<file path="src/rtl/nwb_pkg.sv">
package nwb_pkg;
  typedef enum logic [3:0] {
    S_IDLE, S_UN1, S_UN2, S_CNT, S_LD0, S_LDN, S_CONF, S_AB, S_AB1, S_AB2
  } nwb_st_e;

  localparam logic [7:0]  OP_KEY1  = 8'hAA;
  localparam logic [7:0]  OP_KEY2  = 8'h55;
  localparam logic [7:0]  OP_LOAD  = 8'h25;
  localparam logic [7:0]  OP_CONF  = 8'h29;
  localparam logic [7:0]  OP_CLEAR = 8'hF0;
  localparam logic [11:0] AD_KEY1  = 12'h555;
  localparam logic [11:0] AD_KEY2  = 12'h2AA;
endpackage

</file>
<file path="src/rtl/nwb_guard.sv">
module nwb_guard #(
  parameter int ADDR_W   = 16,
  parameter int DATA_W   = 16,
  parameter int SECT_LSB = 12,
  parameter int LINE_W   = 8
) (
  input  logic [ADDR_W-1:0]          addr,
  input  logic [DATA_W-1:0]          data,
  input  logic [ADDR_W-SECT_LSB-1:0] sect_q,
  input  logic [ADDR_W-LINE_W-1:0]   line_q,
  input  logic [LINE_W-1:0]          cnt_q,
  output logic                       sec_ok,
  output logic                       line_ok,
  output logic                       span_ok,
  output logic                       cnt_ok
);
  logic [LINE_W:0] span_sum;

  assign sec_ok   = addr[ADDR_W-1:SECT_LSB] == sect_q;
  assign line_ok  = addr[ADDR_W-1:LINE_W] == line_q;
  // carry out of the offset field means the load would leave the line
  assign span_sum = {1'b0, addr[LINE_W-1:0]} + {1'b0, cnt_q};
  assign span_ok  = ~span_sum[LINE_W];

  generate
    if (DATA_W > LINE_W) begin : g_wide
      assign cnt_ok = ~|data[DATA_W-1:LINE_W];
    end else begin : g_narrow
      assign cnt_ok = 1'b1;
    end
  endgenerate
endmodule

</file>
<file path="src/rtl/nwb_buf.sv">
module nwb_buf #(
  parameter int IDX_W  = 8,
  parameter int DATA_W = 16
) (
  input  logic              clk,
  input  logic              we,
  input  logic [IDX_W-1:0]  waddr,
  input  logic [DATA_W-1:0] wdata,
  input  logic [IDX_W-1:0]  raddr,
  output logic [DATA_W-1:0] rdata
);
  localparam int DEPTH = 1 << IDX_W;
  logic [DATA_W-1:0] mem [DEPTH];

  always_ff @(posedge clk) begin
    if (we) mem[waddr] <= wdata;
    rdata <= mem[raddr];
  end
endmodule

</file>
<file path="src/rtl/nwb_fsm.sv">
module nwb_fsm
  import nwb_pkg::*;
#(
  parameter int ADDR_W   = 16,
  parameter int DATA_W   = 16,
  parameter int SECT_LSB = 12,
  parameter int LINE_W   = 8
) (
  input  logic                       clk,
  input  logic                       rst,
  input  logic                       we,
  input  logic [ADDR_W-1:0]          addr,
  input  logic [DATA_W-1:0]          data,
  input  logic                       sec_ok,
  input  logic                       line_ok,
  input  logic                       span_ok,
  input  logic                       cnt_ok,
  output logic [ADDR_W-SECT_LSB-1:0] sect_q,
  output logic [ADDR_W-LINE_W-1:0]   line_q,
  output logic [LINE_W-1:0]          cnt_q,
  output logic                       store,
  output logic                       busy,
  output logic                       abort_flag,
  output logic                       go_pulse,
  output logic [ADDR_W-LINE_W-1:0]   go_line,
  output logic [LINE_W-1:0]          go_first,
  output logic [LINE_W-1:0]          go_count
);
  nwb_st_e st_q, st_d;
  logic [LINE_W-1:0] rem_q, first_q;
  logic key1, key2, is_load, is_conf, is_clear, go_now;

  assign key1     = addr[11:0] == AD_KEY1 && data == DATA_W'(OP_KEY1);
  assign key2     = addr[11:0] == AD_KEY2 && data == DATA_W'(OP_KEY2);
  assign is_load  = data == DATA_W'(OP_LOAD);
  assign is_conf  = data == DATA_W'(OP_CONF);
  assign is_clear = data == DATA_W'(OP_CLEAR);

  always_comb begin
    st_d   = st_q;
    store  = 1'b0;
    go_now = 1'b0;
    if (we) begin
      unique case (st_q)
        S_IDLE: if (key1) st_d = S_UN1;
        S_UN1:  st_d = key2 ? S_UN2 : S_IDLE;
        S_UN2:  st_d = is_load ? S_CNT : S_IDLE;
        S_CNT:  st_d = (sec_ok && cnt_ok) ? S_LD0 : S_AB;
        S_LD0: begin
          if (sec_ok && span_ok) begin
            store = 1'b1;
            st_d  = (rem_q == '0) ? S_CONF : S_LDN;
          end else st_d = S_AB;
        end
        S_LDN: begin
          if (sec_ok && line_ok) begin
            store = 1'b1;
            st_d  = (rem_q == '0) ? S_CONF : S_LDN;
          end else st_d = S_AB;
        end
        S_CONF: begin
          if (sec_ok && is_conf) begin
            go_now = 1'b1;
            st_d   = S_IDLE;
          end else st_d = S_AB;
        end
        S_AB:  if (key1) st_d = S_AB1;
        S_AB1: st_d = key2 ? S_AB2 : S_AB;
        S_AB2: st_d = is_clear ? S_IDLE : S_AB;
        default: st_d = S_IDLE;
      endcase
    end
  end

  always_ff @(posedge clk) begin
    if (rst) begin
      st_q       <= S_IDLE;
      sect_q     <= '0;
      line_q     <= '0;
      cnt_q      <= '0;
      rem_q      <= '0;
      first_q    <= '0;
      busy       <= 1'b0;
      abort_flag <= 1'b0;
      go_pulse   <= 1'b0;
      go_line    <= '0;
      go_first   <= '0;
      go_count   <= '0;
    end else begin
      st_q       <= st_d;
      busy       <= !(st_d inside {S_IDLE, S_UN1, S_UN2});
      abort_flag <= st_d inside {S_AB, S_AB1, S_AB2};
      go_pulse   <= go_now;
      if (we && st_q == S_UN2 && is_load) sect_q <= addr[ADDR_W-1:SECT_LSB];
      if (we && st_q == S_CNT) begin
        cnt_q <= data[LINE_W-1:0];
        rem_q <= data[LINE_W-1:0];
      end
      if (store) begin
        rem_q <= rem_q - 1'b1;
        if (st_q == S_LD0) begin
          line_q  <= addr[ADDR_W-1:LINE_W];
          first_q <= addr[LINE_W-1:0];
        end
      end
      if (go_now) begin
        go_line  <= line_q;
        go_first <= first_q;
        go_count <= cnt_q;
      end
    end
  end
endmodule

</file>
<file path="src/rtl/nor_wbuf_seq.sv">
module nor_wbuf_seq #(
  parameter int ADDR_W   = 16,
  parameter int DATA_W   = 16,
  parameter int SECT_LSB = 12,
  parameter int LINE_W   = 8
) (
  input  logic                     clk,
  input  logic                     rst,
  input  logic                     bus_we,
  input  logic [ADDR_W-1:0]        bus_addr,
  input  logic [DATA_W-1:0]        bus_data,
  output logic                     busy,
  output logic                     abort_flag,
  output logic                     go_pulse,
  output logic [ADDR_W-LINE_W-1:0] go_line,
  output logic [LINE_W-1:0]        go_first,
  output logic [LINE_W-1:0]        go_count,
  input  logic [LINE_W-1:0]        rd_idx,
  output logic [DATA_W-1:0]        rd_word
);
  localparam int SECT_W = ADDR_W - SECT_LSB;
  localparam int LN_W   = ADDR_W - LINE_W;

  logic [SECT_W-1:0] sect_q;
  logic [LN_W-1:0]   line_q;
  logic [LINE_W-1:0] cnt_q;
  logic sec_ok, line_ok, span_ok, cnt_ok, store;

  nwb_guard #(.ADDR_W(ADDR_W), .DATA_W(DATA_W), .SECT_LSB(SECT_LSB), .LINE_W(LINE_W)) u_guard (
    .addr(bus_addr), .data(bus_data), .sect_q(sect_q), .line_q(line_q), .cnt_q(cnt_q),
    .sec_ok(sec_ok), .line_ok(line_ok), .span_ok(span_ok), .cnt_ok(cnt_ok)
  );

  nwb_fsm #(.ADDR_W(ADDR_W), .DATA_W(DATA_W), .SECT_LSB(SECT_LSB), .LINE_W(LINE_W)) u_fsm (
    .clk(clk), .rst(rst), .we(bus_we), .addr(bus_addr), .data(bus_data),
    .sec_ok(sec_ok), .line_ok(line_ok), .span_ok(span_ok), .cnt_ok(cnt_ok),
    .sect_q(sect_q), .line_q(line_q), .cnt_q(cnt_q), .store(store),
    .busy(busy), .abort_flag(abort_flag), .go_pulse(go_pulse),
    .go_line(go_line), .go_first(go_first), .go_count(go_count)
  );

  nwb_buf #(.IDX_W(LINE_W), .DATA_W(DATA_W)) u_buf (
    .clk(clk), .we(store), .waddr(bus_addr[LINE_W-1:0]), .wdata(bus_data),
    .raddr(rd_idx), .rdata(rd_word)
  );
endmodule

</file>
<file path="config.mk">
export PLATFORM = sky130hd
export DESIGN_NAME = nor_wbuf_seq
export DESIGN_NICKNAME = d
export VERILOG_FILES = /design/src/rtl/nwb_pkg.sv /design/src/rtl/nwb_guard.sv /design/src/rtl/nwb_buf.sv /design/src/rtl/nwb_fsm.sv /design/src/rtl/nor_wbuf_seq.sv
export SDC_FILE = /design/constraint.sdc
export NUM_CORES = 2
export LEC_CHECK = 0
export BUFFER_PORTS_ARGS = -buffer_cell sky130_fd_sc_hd__buf_4
export CORE_MARGIN = 4
export CORE_UTILIZATION = 63
export DETAILED_ROUTE_END_ITERATION = 10
export PLACE_DENSITY_LB_ADDON = 0.25
export SETUP_SLACK_MARGIN = 0.4
export SLEW_MARGIN = 20
export SYNTH_ARGS = -nofsm -noshare
export SYNTH_HDL_FRONTEND = slang
export SYNTH_SLANG_ARGS = --single-unit
export TNS_END_PERCENT = 20
</file>
<file path="constraint.sdc">
create_clock -name clk -period 5.5 [get_ports clk]
set_input_delay 1.375 -clock clk [delete_from_list [all_inputs] [get_ports clk]]
set_output_delay 1.375 -clock clk [all_outputs]
set_load 0.03 [all_outputs]
</file>
; ---- Word-level counts from Yosys, hierarchy flattened
; Memories as Yosys holds them, arrays and structs flattened. A register that Yosys moved wholly into a read port is not among the register bits.
; Index checks and enable logic that the tools add are counted.
; Widths: inputs -> output; s select.
[classes]
n_addsub = 2
eq_ne = 23
n_mux = 24
bitwise = 1
reduce_logical = 19
[ops]
columns = cell, count
row1 = $pmux 4 s10, 1
row2 = $eq 16x6->1 const B, 2
row3 = $eq 16x8->1 const B, 2
row4 = $mux 4, 6
row5 = $eq 4x3->1 const B, 5
row6 = $eq 16x7->1 const B, 1
row7 = $eq 4x4->1 const B, 4
row8 = $mux 8, 2
row9 = $eq 12x10->1 const B, 1
row10 = $eq 12x11->1 const B, 1
row11 = $eq 4x2->1 const B, 3
row12 = $add 8x8->9, 1
row13 = $logic_and 1x1->1, 9
row14 = $eq 4x1->1 const B, 2
row15 = $eq 8x8->1, 1
row16 = $logic_not 4->1, 2
row17 = $logic_not 8->1, 1
row18 = $mux 1, 8
row19 = $mux 2, 4
row20 = $reduce_or 8->1, 1
row21 = $sub 8x1->8 const B, 1
row22 = $mux 3, 2
row23 = $reduce_bool 3->1, 2
row24 = $eq 4x4->1, 1
row25 = 5 further kinds, 6
[word_totals]
regBits = 67
mem_bits_rw = 4096
out_inout_bits = 43
word_cells = 82
n_memories = 1
[memory_table]
columns = memory, depth, word_bits, read_ports, rd_ports_with_merged_regs, write_ports, line
row1 = u_buf.mem, 256, 16, 1, 1, 1, nwb_buf.sv:13  ; logic [DATA_W-1:0] mem [DEPTH];

; ---- Logic depth before layout (Yosys ltp)
[logic_depth]
ltp_word = 9
ltp_mapped = 12

; ---- Modules after synthesis
; Synthesis repeated with hierarchy kept, for this count alone.
[hier_totals]
hier_cells = 7775
hier_area_um2 = 162021.6
[by_module_without_submodules]
columns = module, instances, cells_per_inst, area_per_inst_um2, seq_area_each_um2
row1 = nwb_buf, 1, 7360, 158714.7, 123318.3
row2 = nwb_fsm, 1, 377, 3012.9, 1341.3
row3 = nwb_guard, 1, 38, 294.0, 0.0

; ---- Least setup slack after synthesis
; Ideal clock, no wire load.
[synth_timing]
kind = input port to flip-flop
start = input port bus_addr[2]
end = memory u_buf.mem[102][0] (enable)
setup_time_ns = 0.388
arrival_ns = 4.140
t_required_ns = 5.112
slack_ns = 0.972
cell_stages = 9
n_path_buf = 1
cell_sequence = ha_1 o21ai_0 a221oi_1 or4_1 a211oi_2 nor3b_1 nand2_1 clkbuf_1 nor2_1
[synth_between]
elab_chain_cells = 8
[synth_rtl]
columns = element, line
row1 = from (decl), nor_wbuf_seq.sv:10  ; input logic [ADDR_W-1:0] bus_addr,
row2 = $add 8x8->9, nwb_guard.sv:22  ; assign span_sum = {1'b0, addr[LINE_W-1:0]} + {1'b0, cnt_q};
row3 = $not 1->1, nwb_guard.sv:23  ; assign span_ok = ~span_sum[LINE_W];
row4 = $logic_and 1x1->1, nwb_fsm.sv:50  ; if (sec_ok && span_ok) begin
row5 = $mux 1, nwb_fsm.sv:50
row6 = $pmux 1 s2, nwb_fsm.sv:44  ; unique case (st_q)
row7 = $mux 1, nwb_fsm.sv:43  ; if (we) begin
row8 = $mux 1, nwb_buf.sv:16  ; if (we) mem[waddr] <= wdata;
row9 = $mux 1 (not written as such), nwb_buf.sv:16
row10 = to (decl), nwb_buf.sv:13
; Parallel ways exist; a longest one is shown, timed or not.

; ---- Worst setup path after layout
[layout_timing]
start = input port bus_addr[2]
end = memory u_buf.mem[99][10] (enable)
; The elaborated chain is that of the path after synthesis.

==> results.sh <==
export IMPL_finalClockSkew_ps=55.46
export IMPL_gp_congestion=1.063
export IMPL_tightest_slew_ps=1203
export IMPL_synth_edff_count=4096
export IMPL_synth_flop_cell="edfxtp_1"
export IMPL_largest_reg_flops=4096
export IMPL_num_vias=80730
export IMPL_coreArea_um2=252100
export IMPL_startpoint_type="input pin"
export IMPL_fmax_ghz=0.2306
export IMPL_hold_violations=0
export IMPL_cts_resized=0
export IMPL_vias_per_cell=7.237
export IMPL_rsz0062_at_grt="no"
export IMPL_num_fill_cells=13440
export IMPL_cp_end_kind="flip-flop"
export IMPL_first_iter_violations=14740
export IMPL_syn_nets=6779
export IMPL_areaGrowthSynthToFinish_pct=13.60
export IMPL_ys_top_cells_by_count="edfxtp_1 (4096), mux4_2 (1263), nor2_1 (308)"
export IMPL_status="finished clean"
export IMPL_synth_most_common_cell="edfxtp_1"
export IMPL_ys_async_sr_fraction_pct=0
export IMPL_route_detailed_drc=0
export IMPL_grt_overflow=0
export IMPL_dieArea_um2=262300
export IMPL_antenna_found_initial=33
export IMPL_cts_root_buf="clkbuf_16"
export IMPL_fp_dieW_um=512.2
export IMPL_multiInputGateArea_um2=33930
export IMPL_leakage_nw=57.49
export IMPL_die_h_um=512.2
export IMPL_dp_hpwl_mm=254.7
export IMPL_r2r_slack_ps=1480
export IMPL_wl_per_cell_um=39.34
export IMPL_holdBufCountCts=0
export IMPL_yosys_warnings=0
export IMPL_path_class="in -> reg"
export IMPL_clockBufferDepth=4
export IMPL_cts_sinks=4179
export IMPL_p_per_area_nw_per_um2=364.2
export IMPL_hold_start="u_fsm.go_line[0]$_SDFFE_PP0P_"
export IMPL_cts_buffers=403
export IMPL_worstPathArrival_ps=4910
export IMPL_drv_cap=0
export IMPL_yosys_top_cells_area="edfxtp_1 (77%), mux4_2 (18%), dfxtp_1 (1.0%), nor2_1 (0.72%), mux2i_1 (0.47%)"
export IMPL_critPathRequiredTime_ps=6080
export IMPL_nNetsFinal=7496
export IMPL_syn_instance_count=6728
export IMPL_cts_tree="yes"
export IMPL_tns_ps=0
export IMPL_yosysUniqueCellTypes=56
export IMPL_avgSynthCellArea_um2=23.80
export IMPL_grt_first_pass_wirelength_mm=619.9
export IMPL_synth_seq_cells=4179
export IMPL_reg_top3="u_buf.mem (4096), u_buf.rdata (16)"
export IMPL_syn_area_um2=160200
export IMPL_largest_register="u_buf.mem"
export IMPL_finalCritPeriodShare_pct=78.86
export IMPL_grt_pass1_vias=79420
export IMPL_htreeDepth=5
export IMPL_io_pins=86
export IMPL_crit_reg2reg_capture="u_buf.mem[99][10]$_DFFE_PP_"
export IMPL_setup_viol=0
export IMPL_reg2reg_depth=10
export IMPL_yosysSeqAreaShare_pct=77.84
export IMPL_wirelength_mm=438.8
export IMPL_drive_gt1_share_pct=33.74
export IMPL_r2r_start="u_fsm.cnt_q[2]$_SDFFE_PP0P_"
export IMPL_final_seq_area_um2=124700
export IMPL_dr_pass1_iters=8
export IMPL_maxSlewViolCount=0
export IMPL_path_max_fanout=16
export IMPL_portBuffers=85
export IMPL_track_usage_pct=33.78
export IMPL_maxSlewHeadroom_pct=19.82
export IMPL_period_minus_slack_ps=4337
export IMPL_min_delay_path_depth=2
export IMPL_initial_utilization_pct=63.53
export IMPL_peakVddDrop_uv=316.0
export IMPL_grt_max_degree=171
export IMPL_clk_latency_ps=930
export IMPL_clkTransAtPathRegs_ps=60
export IMPL_netlist_area_leader_share_pct=76.80
export IMPL_drtAntennaViolNets=0
export IMPL_place_ws_ps=382.4
export IMPL_rows=184
export IMPL_min_to="u_fsm.go_line[0]$_SDFFE_PP0P_"
export IMPL_cts_setup_buffers=0
export IMPL_fin_ws_ps=1163
export IMPL_yosysTopAreaCell="edfxtp_1"
export IMPL_hp_class="reg -> reg"
export IMPL_hold_slack_ps=453.3
-- power by group --
part | total (mW) | leakage (nW) | internal, mW | switching [mW]
clock network | 27.7 | 6.37 | 16.0 | 11.7
logic | 3.53 | 13.6 | 1.27 | 2.27
registers | 35.0 | 37.5 | 35.0 | 0.0776
total | 66.3 | 57.5 | 52.2 | 14.1
-- layout make-up --
type                    instances  area share [%]
diodes                         29         0.03989
clock buffers                 515           5.923
clock inverters               222           1.272
inverters                       6         0.01375
multi-input cells            2162           18.65
flip-flops and latches       4179           68.52
well taps                    3348           2.303
repair buffers                693           3.276
-- layout by cell type (no fill, tap or decap), types with 6 or more instances in the layout --
master	count
buf_4	624
nor4_1	18
clkbuf_16	411
clkinv_2	63
nand2_1	86
bufinv_16	45
nor2_1	285
clkinvlp_4	12
nand3_2	6
inv_6	8
nor2b_1	12
mux4_2	1263
clkbuf_1	94
dfxtp_1	83
and2_1	14
clkbuf_8	24
nor2_2	23
o22ai_1	47
nor3_1	29
mux2i_1	76
nand3b_1	21
o21ai_0	28
clkinv_1	82
a211oi_1	8
nand2_4	8
xor2_1	7
edfxtp_1	4096
nand4_1	13
diode_2	29
ha_1	8
mux2_2	59
a21oi_1	47
buf_12	49
a211o_1	10
nand3_1	18
o221ai_1	12
-- worst max-delay path, stage by stage --
cell	delay [ps]
buf_4	160
ha_1	310
o21ai_0	200
a221oi_1	130
or4_1	560
a211oi_4	370
nor3b_1	320
buf_4	230
nand2_1	480
nor2_1	450
buf_4	320
-- metal layers --
layer / vias to the layer above / wire length [um] / global-route usage, %
li1: 30320 / - / -
met1: 42160 / 147600 / 46.88
met2: 7161 / 210600 / 51.59
met3: 1058 / 55670 / 8.362
met4: 26 / 24710 / 16.32
met5: - / 224 / 0
-- per-stage QoR --
step,cell area [um2],total power [mW],util (%),std cells
finish,181900,66.25,72.17,11150
global route,181900,67.91,72.14,11130
CTS,181900,66.32,72.14,11130
detailed placement,168800,39.15,66.95,10390
global placement,168800,39.09,66.95,10390
floorplan,160200,37.32,-,6728
-- cell families after synthesis --
group	after synthesis	share of synthesized area, %
AO/OA/AOI/OAI	179	0.7117
XOR/XNOR	12	0.06562
adder cells (fa/ha/maj)	8	0.06250
buffers and inverters	387	1.092
flip-flops	4179	77.84
multiplexers	1398	18.65
AND/OR/NAND/NOR	565	1.580
-- how the worst max path moves through the flow --
stage,from,end,slack [ps],cells after the start
after CTS,bus_addr[2],u_buf.mem[99][10]$_DFFE_PP_,1270,11
after global routing,bus_addr[2],u_buf.mem[99][10]$_DFFE_PP_,1080,11
after global placement,bus_addr[5],u_buf.mem[99][10]$_DFFE_PP_,250,11
final,bus_addr[2],u_buf.mem[99][10]$_DFFE_PP_,1160,11
after detailed placement,bus_addr[2],u_buf.mem[108][2]$_DFFE_PP_,380,11
after floorplan,bus_addr[2],u_buf.mem[102][0]$_DFFE_PP_,970,9
Note: power is estimated with default switching activity, not from simulation.
